[src/rtl/tmr_tick_pkg.sv]
package tmr_tick_pkg;

   // Selects the configuration word addressed by a write.
   typedef enum logic {
      CFG_PRESCALE = 1'b0,
      CFG_DIVSEL   = 1'b1
   } cfg_sel_e;

   // Effective log2 of a divider: code plus base, saturated at the maximum.
   function automatic int unsigned tick_log2(input int unsigned code,
                                             input int unsigned base,
                                             input int unsigned max_log2);
      int unsigned s;
      s = code + base;
      return (s > max_log2) ? max_log2 : s;
   endfunction

endpackage

[src/rtl/tmr_tick_cfg.sv]
module tmr_tick_cfg
   import tmr_tick_pkg::*;
#(
   parameter int unsigned NUM_CH  = 5,
   parameter int unsigned NUM_GRP = 2,
   parameter int unsigned PRE_W   = 8,
   parameter int unsigned SEL_W   = 4,
   parameter int unsigned CFG_W   = 32
) (
   input  logic                      clk,
   input  logic                      rst,
   input  logic                      cfg_we,
   input  logic                      cfg_sel,
   input  logic [CFG_W-1:0]          cfg_wdata,
   input  logic [NUM_GRP-1:0]        grp_wrap,
   output logic [NUM_GRP*PRE_W-1:0]  pre_stage,
   output logic [NUM_CH*SEL_W-1:0]   sel_stage,
   output logic [NUM_GRP-1:0]        pend
);

   localparam int unsigned PRE_BITS = NUM_GRP * PRE_W;
   localparam int unsigned SEL_BITS = NUM_CH * SEL_W;

   logic [PRE_BITS-1:0] pre_q;
   logic [SEL_BITS-1:0] sel_q;
   logic [NUM_GRP-1:0]  pend_q;
   logic                unused_wdata;

   assign unused_wdata = ^cfg_wdata;

   always_ff @(posedge clk) begin
      if (rst) begin
         pre_q <= '0;
         sel_q <= '0;
      end else if (cfg_we) begin
         if (cfg_sel == CFG_DIVSEL) sel_q <= cfg_wdata[SEL_BITS-1:0];
         else                       pre_q <= cfg_wdata[PRE_BITS-1:0];
      end
   end

   // A new write wins over a wrap in the same cycle: the update stays pending.
   for (genvar g = 0; g < NUM_GRP; g++) begin : g_pend
      always_ff @(posedge clk) begin
         if (rst) pend_q[g] <= 1'b0;
         else     pend_q[g] <= cfg_we | (pend_q[g] & ~grp_wrap[g]);
      end


      pend_clear_chk: assert property (@(posedge clk) disable iff (rst)
         (pend_q[g] && grp_wrap[g] && !cfg_we) |=> !pend_q[g]);
   end

   assign pre_stage = pre_q;
   assign sel_stage = sel_q;
   assign pend      = pend_q;


   pend_set_chk: assert property (@(posedge clk) disable iff (rst)
      cfg_we |=> (pend_q == {NUM_GRP{1'b1}}));

endmodule

[src/rtl/tmr_tick_prescaler.sv]
module tmr_tick_prescaler #(
   parameter int unsigned PRE_W = 8
) (
   input  logic             clk,
   input  logic             rst,
   input  logic [PRE_W-1:0] stage_i,
   input  logic             pend_i,
   output logic             wrap_o,
   output logic             apply_o
);

   logic [PRE_W-1:0] cnt_q;
   logic [PRE_W-1:0] act_q;

   assign wrap_o  = (cnt_q == act_q);
   assign apply_o = wrap_o & pend_i;

   always_ff @(posedge clk) begin
      if (rst) begin
         cnt_q <= '0;
         act_q <= '0;
      end else if (wrap_o) begin
         cnt_q <= '0;
         if (pend_i) act_q <= stage_i;
      end else begin
         cnt_q <= cnt_q + PRE_W'(1);
      end
   end


   pre_range_chk: assert property (@(posedge clk) disable iff (rst)
      cnt_q <= act_q);


   pre_restart_chk: assert property (@(posedge clk) disable iff (rst)
      wrap_o |=> (cnt_q == '0));


   pre_hold_chk: assert property (@(posedge clk) disable iff (rst)
      !wrap_o |=> $stable(act_q));

endmodule

[src/rtl/tmr_tick_divider.sv]
module tmr_tick_divider
   import tmr_tick_pkg::*;
#(
   parameter int unsigned SEL_W    = 4,
   parameter int unsigned DIV_BASE = 0,
   parameter int unsigned MAX_LOG2 = 4
) (
   input  logic             clk,
   input  logic             rst,
   input  logic             wrap_i,
   input  logic             apply_i,
   input  logic [SEL_W-1:0] code_i,
   output logic             tick_o
);

   localparam int unsigned CNT_W = MAX_LOG2;
   localparam int unsigned LOG_W = $clog2(MAX_LOG2 + 1);
   localparam logic [LOG_W-1:0] RST_LOG2 = LOG_W'(tick_log2(0, DIV_BASE, MAX_LOG2));

   logic [CNT_W-1:0] dcnt_q;
   logic [LOG_W-1:0] log2_q;
   logic [LOG_W-1:0] log2_new;
   logic [CNT_W:0]   span;
   logic [CNT_W-1:0] lim;
   logic             last;
   logic             tick_q;

   assign log2_new = LOG_W'(tick_log2(32'(code_i), DIV_BASE, MAX_LOG2));
   assign span     = (CNT_W + 1)'(1) << log2_q;
   assign lim      = CNT_W'(span - (CNT_W + 1)'(1));
   assign last     = (dcnt_q == lim);

   always_ff @(posedge clk) begin
      if (rst) begin
         dcnt_q <= '0;
         log2_q <= RST_LOG2;
         tick_q <= 1'b0;
      end else begin
         tick_q <= wrap_i & ~apply_i & last;
         if (apply_i) begin
            dcnt_q <= '0;
            log2_q <= log2_new;
         end else if (wrap_i) begin
            dcnt_q <= last ? '0 : dcnt_q + CNT_W'(1);
         end
      end
   end

   assign tick_o = tick_q;


   tick_after_wrap_chk: assert property (@(posedge clk) disable iff (rst)
      tick_q |-> $past(wrap_i));


   no_tick_on_apply_chk: assert property (@(posedge clk) disable iff (rst)
      apply_i |=> !tick_q);


   log2_range_chk: assert property (@(posedge clk) disable iff (rst)
      log2_q <= LOG_W'(MAX_LOG2));

endmodule

[src/rtl/tmr_tick_gen.sv]
module tmr_tick_gen
   import tmr_tick_pkg::*;
#(
   parameter int unsigned NUM_CH    = 5,
   parameter int unsigned GRP_SPLIT = 2,
   parameter int unsigned PRE_W     = 8,
   parameter int unsigned SEL_W     = 4,
   parameter int unsigned CFG_W     = 32,
   parameter int unsigned DIV_BASE  = 0,
   parameter int unsigned MAX_LOG2  = 4
) (
   input  logic              clk,
   input  logic              rst,
   input  logic              cfg_we,
   input  logic              cfg_sel,
   input  logic [CFG_W-1:0]  cfg_wdata,
   output logic [NUM_CH-1:0] tick
);

   localparam int unsigned NUM_GRP = 2;

   if (NUM_GRP * PRE_W > CFG_W) begin : g_bad_pre
      $error("prescale fields do not fit the write word");
   end
   if (NUM_CH * SEL_W > CFG_W) begin : g_bad_sel
      $error("divider fields do not fit the write word");
   end
   if (GRP_SPLIT < 1 || GRP_SPLIT >= NUM_CH) begin : g_bad_split
      $error("group split must leave channels in both groups");
   end
   if (MAX_LOG2 < 1 || DIV_BASE > MAX_LOG2) begin : g_bad_div
      $error("divider range parameters inconsistent");
   end

   logic [NUM_GRP*PRE_W-1:0] pre_stage;
   logic [NUM_CH*SEL_W-1:0]  sel_stage;
   logic [NUM_GRP-1:0]       pend;
   logic [NUM_GRP-1:0]       grp_wrap;
   logic [NUM_GRP-1:0]       grp_apply;

   tmr_tick_cfg #(
      .NUM_CH (NUM_CH),
      .NUM_GRP(NUM_GRP),
      .PRE_W  (PRE_W),
      .SEL_W  (SEL_W),
      .CFG_W  (CFG_W)
   ) i_cfg (
      .clk      (clk),
      .rst      (rst),
      .cfg_we   (cfg_we),
      .cfg_sel  (cfg_sel),
      .cfg_wdata(cfg_wdata),
      .grp_wrap (grp_wrap),
      .pre_stage(pre_stage),
      .sel_stage(sel_stage),
      .pend     (pend)
   );

   for (genvar g = 0; g < NUM_GRP; g++) begin : g_grp
      tmr_tick_prescaler #(.PRE_W(PRE_W)) i_pre (
         .clk    (clk),
         .rst    (rst),
         .stage_i(pre_stage[g*PRE_W +: PRE_W]),
         .pend_i (pend[g]),
         .wrap_o (grp_wrap[g]),
         .apply_o(grp_apply[g])
      );
   end

   for (genvar c = 0; c < NUM_CH; c++) begin : g_ch
      localparam int unsigned GRP = (c < GRP_SPLIT) ? 0 : 1;

      tmr_tick_divider #(
         .SEL_W   (SEL_W),
         .DIV_BASE(DIV_BASE),
         .MAX_LOG2(MAX_LOG2)
      ) i_div (
         .clk    (clk),
         .rst    (rst),
         .wrap_i (grp_wrap[GRP]),
         .apply_i(grp_apply[GRP]),
         .code_i (sel_stage[c*SEL_W +: SEL_W]),
         .tick_o (tick[c])
      );


      tick_single_chk: assert property (@(posedge clk) disable iff (rst)
         (tick[c] && !$past(grp_wrap[GRP])) |-> 1'b0);
   end


   reset_quiet_chk: assert property (@(posedge clk)
      $past(rst) |-> (tick == '0));

endmodule

[config.mk]
export PLATFORM = sky130hd
export DESIGN_NAME = tmr_tick_gen
export DESIGN_NICKNAME = d
export VERILOG_FILES = /design/src/rtl/tmr_tick_pkg.sv /design/src/rtl/tmr_tick_cfg.sv /design/src/rtl/tmr_tick_prescaler.sv /design/src/rtl/tmr_tick_divider.sv /design/src/rtl/tmr_tick_gen.sv
export SDC_FILE = /design/constraint.sdc
export NUM_CORES = 1
export LEC_CHECK = 0
export ABC_AREA = 1
export BUFFER_PORTS_ARGS = -buffer_cell sky130_fd_sc_hd__buf_2
export CAP_MARGIN = 10
export CORE_MARGIN = 2
export CORE_UTILIZATION = 47
export CTS_BUF_LIST = sky130_fd_sc_hd__clkbuf_2
export CTS_CLUSTER_SIZE = 8
export DETAILED_ROUTE_END_ITERATION = 10
export PLACE_DENSITY = 0.75
export SLEW_MARGIN = 20
export SYNTH_ARGS = -nofsm -noshare
export SYNTH_HDL_FRONTEND = slang
export SYNTH_SLANG_ARGS = --single-unit
[constraint.sdc]
create_clock -name clk -period 1.9 [get_ports clk]
set_clock_uncertainty 0.15 [all_clocks]
set_input_delay 0.38 -clock clk [delete_from_list [all_inputs] [get_ports clk]]
set_output_delay 0.38 -clock clk [all_outputs]
set_load 0.05 [all_outputs]
==> results of run 1 <==
## cells in the mapped netlist
cell / instances
sky130_fd_sc_hd__a21oi_1: 30
sky130_fd_sc_hd__buf_1: 3
sky130_fd_sc_hd__buf_2: 3
sky130_fd_sc_hd__buf_4: 7
sky130_fd_sc_hd__buf_6: 1
sky130_fd_sc_hd__clkbuf_1: 13
sky130_fd_sc_hd__dfxtp_1: 110
sky130_fd_sc_hd__ha_1: 12
sky130_fd_sc_hd__inv_1: 97
sky130_fd_sc_hd__inv_2: 2
sky130_fd_sc_hd__nand2_1: 226
sky130_fd_sc_hd__nand2_4: 1
sky130_fd_sc_hd__nand3_1: 61
sky130_fd_sc_hd__nand4_1: 1
sky130_fd_sc_hd__nor2_1: 139
sky130_fd_sc_hd__nor2_2: 1
sky130_fd_sc_hd__nor2_4: 1
sky130_fd_sc_hd__nor3_1: 5
sky130_fd_sc_hd__nor3b_1: 3
sky130_fd_sc_hd__o21ai_0: 48
sky130_fd_sc_hd__o22ai_1: 1
sky130_fd_sc_hd__or2_2: 3
sky130_fd_sc_hd__xnor2_1: 5
sky130_fd_sc_hd__xor2_1: 20
## stage by stage
step | area [um2] | total power [W] | std cells
2_1_floorplan | 5260 | 0.00525 | 793
3_3_place_gp | 5570 | 0.00592 | 951
3_5_place_dp | 5570 | 0.00597 | 951
4_1_cts | 5930 | 0.00719 | 989
5_1_grt | 6020 | 0.00796 | 992
6_report | 6020 | 0.00734 | 992
## power breakdown
group | internal [W] | switching, W
Combinational | 0.00116 | 0.00213
Clock | 0.000428 | 0.000742
Sequential | 0.00264 | 0.000237
Total | 0.00423 | 0.00311
## state kept, by name, summed over array words and instances (netlist names)
signal and flops:
g_ch.i_div.tick_o 5, g_grp.i_pre.act_q 16, i_cfg.sel_stage 20, i_cfg.pend 2, g_grp.i_pre.cnt_q 16, g_ch.i_div.log2_q 15
g_ch.i_div.dcnt_q 20, i_cfg.pre_stage 16
## final cells by class
| class | instances | area, um2 |
|---|---|---|
| inverters | 99 | 372 |
| flip-flops and latches | 110 | 2220 |
| multi-input cells | 557 | 2600 |
| clock buffers | 9 | 45.0 |
| well taps | 140 | 175 |
| clock inverters | 7 | 88.8 |
| diodes | 1 | 2.50 |
| repair buffers | 69 | 515 |
| fillers | 1064 | 4870 |
## repair_timing
item | CTS | global route
setup endpoints to repair | 0 | 36
endpoints found under the hold margin | 40 | 0
resized for setup | 0 | 25
hold buffers | 22 | 0
setup buffers | 0 | 2
## how the worst max path moves through the flow
stage                                            to  depth (start not counted)                                  from
2_1_floorplan  g_ch[4].i_div.dcnt_q[0]$_SDFFE_PP0N_                         11  g_ch[4].i_div.log2_q[2]$_SDFFE_PP0P_
3_3_place_gp   g_ch[2].i_div.dcnt_q[3]$_SDFFE_PP0N_                          8  g_ch[2].i_div.log2_q[2]$_SDFFE_PP0P_
3_5_place_dp   g_ch[0].i_div.dcnt_q[2]$_SDFFE_PP0N_                          8  g_ch[0].i_div.log2_q[2]$_SDFFE_PP0P_
4_1_cts        g_grp[1].i_pre.act_q[5]$_SDFFE_PP0P_                         11    g_grp[1].i_pre.cnt_q[4]$_SDFF_PP0_
5_1_grt        g_grp[1].i_pre.act_q[5]$_SDFFE_PP0P_                         11    g_grp[1].i_pre.cnt_q[6]$_SDFF_PP0_
6_report       g_ch[2].i_div.dcnt_q[0]$_SDFFE_PP0N_                          8  g_ch[2].i_div.log2_q[2]$_SDFFE_PP0P_
## routing by layer
layer	share of wire	global-route usage	up-vias
met5	0	0	-
li1	-	-	2549
met3	0.024	0.0320	9
met1	0.51	0.238	2036
met2	0.45	0.282	41
met4	0.011	0.0570	0
## worst reg2reg max path, stage by stage, from the launching register on
cell and delay [ps]:
sky130_fd_sc_hd__dfxtp_1 400, sky130_fd_sc_hd__nor2_2 140, sky130_fd_sc_hd__nand2_1 90, sky130_fd_sc_hd__ha_1 320, sky130_fd_sc_hd__xnor2_1 140, sky130_fd_sc_hd__nor2_1 130
sky130_fd_sc_hd__nand3_2 150, sky130_fd_sc_hd__nand3_1 120, sky130_fd_sc_hd__a21oi_1 70
## logic make-up after synthesis
group           Yosys count  share of synthesized area
fa+ha+maj                12                     0.0286
buf+inv                 126                     0.0971
simple gates            441                      0.338
xor+xnor                 25                     0.0417
flops                   110                      0.419
compound gates           79                     0.0755
==> flow_metrics.py, run 1 <==
metrics = {
    "cts": {
        "clock_sinks": 110,
        "maximum_level_of_the_cts_h_tree": 3,
        "cts_tree": "done",
        "clock_tree.buffer_depth": 2,
        "ctsRootBufferMaster": "sky130_fd_sc_hd__clkbuf_2",
        "path_clk_slew_ps": 280,
        "cts_buf_count": 9,
        "clock_insertion_delay_worst_skew_ps": 570,
    },
    "floorplan": {
        "floorplan.rows": 38,
        "die_height_um": 110,
        "floorplan.io_pins": 41,
        "core_area_um2": 10900,
        "dieWidth_um": 110,
        "initial_core_util": 0.483,
        "dieArea_um2": 12000,
    },
    "final_layout": {
        "drive_above_1_share": 0.106,
        "layout_stage_area_growth_over_the_synthesis_result_pct": 14.5,
        "design.final.nets": 894,
        "layout_commonest_cell": "sky130_fd_sc_hd__nand2_1",
        "final_core_utilization": 0.553,
        "final_cell_mix": "226 x sky130_fd_sc_hd__nand2_1, 134 x sky130_fd_sc_hd__nor2_1, 99 x sky130_fd_sc_hd__dfxtp_1, 97 x sky130_fd_sc_hd__inv_1, 56 x sky130_fd_sc_hd__nand3_1",
    },
    "critical_path": {
        "critPathKind": "reg2reg",
        "critical_path_buf_inv_count": 0,
        "critical_path.slowest_cell": "sky130_fd_sc_hd__dfxtp_1",
        "cp_data_arrival_time_ps": 2120,
        "largest_incremental_delay_on_the_critical_path_ps": 400,
        "worstSetupEndpointType": "flop",
        "worst_r2r_src": "g_ch[2].i_div.log2_q[2]$_SDFFE_PP0P_",
        "r2r_end": "g_ch[2].i_div.dcnt_q[0]$_SDFFE_PP0N_",
        "worst_path_dominant_cell_family": "simple AND/OR/NAND/NOR gates",
        "ff2ff_path_depth": 8,
        "worstPathCellList": "nor2_2 > nand2_1 > ha_1 > xnor2_1 > nor2_1 > nand3_2 > nand3_1 > a21oi_1",
        "cp.required_ps": 2250,
        "critical_path.max_fanout": 5,
        "regToRegSetupSlack_ps": 130,
        "critPathLaunchType": "flop",
    },
    "sta": {
        "fmax_mhz": 566,
        "sum_neg_setup_slack_ps": 0,
        "finalHoldViolations": 0,
        "holdWs_ps": 146,
        "setup_slack_ps": 132,
        "worst_slew_pin_slew_ps": 646,
        "min_period_over_period": 0.931,
        "timing.max_slew.rel_slack": 0.569,
        "final_max_slew_viol_count": 0,
        "timing.final.setup_violations": 0,
        "fin_crit_ps": 1770,
    },
    "global_route": {
        "grt_overflow": 0,
        "via_count_of_the_first_global_routing_pass": 3919,
        "grt_pass1_wl_um": 16900,
        "grt_max_degree": 22,
        "initial_antenna_violation_count": 1,
        "grt_util_all_layers": 0.175,
    },
    "logic_synthesis": {
        "post_synth_instance_area_um2": 5260,
        "seq_area_frac_synth": 0.419,
        "postSynthCellCount": 793,
        "synth_nets": 841,
        "syn_avg_cell_area_um2": 6.63,
        "yosys_register_bits": 110,
        "synth.lib_cells_used.distinct": 24,
        "yosysTopAreaCellShare": 0.419,
        "synthesis.yosys.warnings": 0,
        "biggest_area_contributors_in_the_synthesized_netlist": "sky130_fd_sc_hd__dfxtp_1 42%, sky130_fd_sc_hd__nand2_1 16%, sky130_fd_sc_hd__nor2_1 9.9%",
        "post-synth-top-area-cell": "sky130_fd_sc_hd__dfxtp_1",
    },
    "placed_design": {
        "post-dp-hpwl_um": 7150,
        "final_replace_weighted_congestion": 0.766,
        "detailedPlace.worstSlack_ps": 107,
        "io_buffer_count": 28,
    },
    "job": {
        "cap_violations": 0,
    },
    "power_and_ir_drop": {
        "power.ir.vdd_worst_uv": 599,
        "p_per_area_nw_per_um2": 1220,
        "p_leak_nw": 2.90,
    },
    "hold_path": {
        "holdCritStartpoint": "cfg_sel",
        "min_path_cells": 5,
        "hold-path-endpoint": "i_cfg.pre_stage[14]$_SDFFE_PP0P_",
        "hold_path.class": "in2reg",
    },
    "routing": {
        "final_antenna_net_count": 0,
        "detail_route.first_pass.iterations": 4,
        "remaining_drc_errors": 0,
        "wl_final_um": 10100,
        "avgRoutedWirePerCell_um": 10.2,
        "dr.first_iter.drc_count": 209,
        "via_per_inst": 4.67,
        "via_count": 4635,
    },
    "outcome": {
        "outcome": "finished, final reports clean",
    },
}
Power figures use the tool's default switching activity.
==> run 2: changes to the inputs <==
--- a/config.mk
+++ b/config.mk
@@ -16,3 +16,3 @@
 export PLACE_DENSITY = 0.75
-export SLEW_MARGIN = 20
+export SKIP_LAST_GASP = 1
 export SYNTH_ARGS = -nofsm -noshare
--- a/constraint.sdc
+++ b/constraint.sdc
@@ -4,2 +4,2 @@
 set_output_delay 0.38 -clock clk [all_outputs]
-set_load 0.05 [all_outputs]
+set_load 0.01 [all_outputs]
==> flow_metrics.py, run 2 (synthesis results as in run 1) <==
metrics = {
    "routing": {
        "dr.first_iter.drc_count": 224,
        "remaining_drc_errors": 0,
        "avgRoutedWirePerCell_um": 10.2,
        "detail_route.first_pass.iterations": 4,
        "via_count": 4612,
        "via_per_inst": 4.65,
        "wl_final_um": 10100,
        "final_antenna_net_count": 0,
    },
    "floorplan": {
        "core_area_um2": 10900,
        "floorplan.io_pins": 41,
        "dieWidth_um": 110,
        "dieArea_um2": 12000,
        "initial_core_util": 0.483,
        "die_height_um": 110,
        "floorplan.rows": 38,
    },
    "sta": {
        "fin_crit_ps": 1770,
        "grt_setup_unrepaired": "yes",
        "worst_slew_pin_slew_ps": 634,
        "holdWs_ps": 148,
        "fmax_mhz": 566,
        "timing.max_slew.rel_slack": 0.577,
        "timing.final.setup_violations": 0,
        "finalHoldViolations": 0,
        "sum_neg_setup_slack_ps": 0,
        "min_period_over_period": 0.931,
        "final_max_slew_viol_count": 0,
    },
    "global_route": {
        "grt_pass1_wl_um": 16900,
        "grt_util_all_layers": 0.175,
        "initial_antenna_violation_count": 1,
        "via_count_of_the_first_global_routing_pass": 3919,
        "grt_overflow": 0,
        "grt_max_degree": 22,
    },
    "outcome": {
        "outcome": "finished, final reports clean",
    },
    "job": {
        "cap_violations": 0,
    },
    "placed_design": {
        "post-dp-hpwl_um": 7150,
        "placed_cell_area_um2": 5570,
        "io_buffer_count": 28,
        "final_replace_weighted_congestion": 0.766,
    },
    "final_layout": {
        "final.fill_count": 1064,
        "postLayoutCellArea_um2": 6010,
        "layout_commonest_cell": "sky130_fd_sc_hd__nand2_1",
        "drive_above_1_share": 0.106,
        "design.final.nets": 894,
        "final_core_utilization": 0.552,
        "layout_stage_area_growth_over_the_synthesis_result_pct": 14.4,
        "final_cell_mix": "226 x sky130_fd_sc_hd__nand2_1, 134 x sky130_fd_sc_hd__nor2_1, 99 x sky130_fd_sc_hd__dfxtp_1, 97 x sky130_fd_sc_hd__inv_1, 56 x sky130_fd_sc_hd__nand3_1",
    },
    "cts": {
        "clock_insertion_delay_worst_skew_ps": 570,
        "cts_tree": "done",
        "ctsRootBufferMaster": "sky130_fd_sc_hd__clkbuf_2",
        "clock_sinks": 110,
        "cts_buf_count": 9,
        "clock_tree.buffer_depth": 2,
        "maximum_level_of_the_cts_h_tree": 3,
        "path_clk_slew_ps": 280,
    },
    "critical_path": {
        "worstPathCellList": "nor2_2 > nand2_1 > ha_1 > xnor2_1 > nor2_1 > nand3_2 > nand3_1 > a21oi_1",
        "worstSetupEndpointType": "flop",
        "critical_path.slowest_cell": "sky130_fd_sc_hd__dfxtp_1",
        "critPathLaunchType": "flop",
        "largest_incremental_delay_on_the_critical_path_ps": 400,
        "critical_path.max_fanout": 5,
        "critPathKind": "reg2reg",
        "cp_data_arrival_time_ps": 2120,
        "cp.required_ps": 2250,
    },
    "hold_path": {
        "hold_path.class": "in2reg",
    },
    "power_and_ir_drop": {
        "power.ir.vdd_worst_uv": 598,
        "p_per_area_nw_per_um2": 1200,
        "p_leak_nw": 2.89,
    },
}
-- run 2: cell count changes in the layout (fill, tap and decap cells not counted) --
| cell | delta |
|---|---|
| sky130_fd_sc_hd__nor2_4 | -1 |
| sky130_fd_sc_hd__nor2_2 | +1 |
-- run 2: through the flow --
| stage | instances | total power, W | setup slack [ps] |
|---|---|---|---|
| after CTS | 989 | 0.00708 | 53.5 |
| after global placement | 951 | 0.00581 | 105 |
| final | 992 | 0.00723 | 132 |
| after detailed placement | 951 | 0.00587 | 107 |
| after global routing | 992 | 0.00785 | -21.4 |
| after floorplan | 793 | 0.00515 | 271 |
-- run 2: timing repair --
action / CTS / global route
hold buffers: 22 / 0
endpoints found under the setup margin: 0 / 36
hold endpoints to repair: 40 / 0
buffers inserted: 0 / 2
resized for setup: 0 / 24
-- run 2: worst max-delay path: cells and delay by family, from the launching register on --
kind / cells / cell delay, ps
compound gates: 1 / 70
xor+xnor: 1 / 140
fa+ha+maj: 1 / 320
flops: 1 / 400
simple gates: 5 / 630
-- run 2: final cells by class --
cell class / instances / area [um2] / area share
Clock inverter: 7 / 88.8 / 0.0148
Timing Repair Buffer: 69 / 515 / 0.0858
Antenna cell: 1 / 2.50 / 0.000416
Tap cell: 140 / 175 / 0.0291
Inverter: 99 / 372 / 0.0618
Sequential cell: 110 / 2220 / 0.369
Clock buffer: 9 / 45.0 / 0.00749
Multi-Input combinational cell: 557 / 2590 / 0.432
-- run 2: final timing paths --
kind	start	endpoint	slack, ps	cells after the start
max	g_ch[2].i_div.log2_q[2]$_SDFFE_PP0P_	g_ch[2].i_div.dcnt_q[0]$_SDFFE_PP0N_	130	8
min	cfg_sel	i_cfg.pre_stage[14]$_SDFFE_PP0P_	150	5
max reg2reg	g_ch[2].i_div.log2_q[2]$_SDFFE_PP0P_	g_ch[2].i_div.dcnt_q[0]$_SDFFE_PP0N_	130	8
min reg2reg	i_cfg.pre_stage[2]$_SDFFE_PP0P_	i_cfg.pre_stage[2]$_SDFFE_PP0P_	310	2
-- run 2: per-layer routing --
metal,track usage,vias to the layer above,wire (um)
met5,0,-,0
met4,0.0570,0,108
met3,0.0320,9,245
met2,0.282,42,4560
met1,0.238,2012,5190
li1,-,2549,-
-- run 2: where the power goes --
group	leakage [nW]	switching (W)	internal [W]	total [W]
Sequential	0.903	0.000234	0.00264	0.00287
Clock	0.0786	0.000740	0.000428	0.00117
Combinational	1.91	0.00202	0.00116	0.00318
Total	2.89	0.00300	0.00423	0.00723
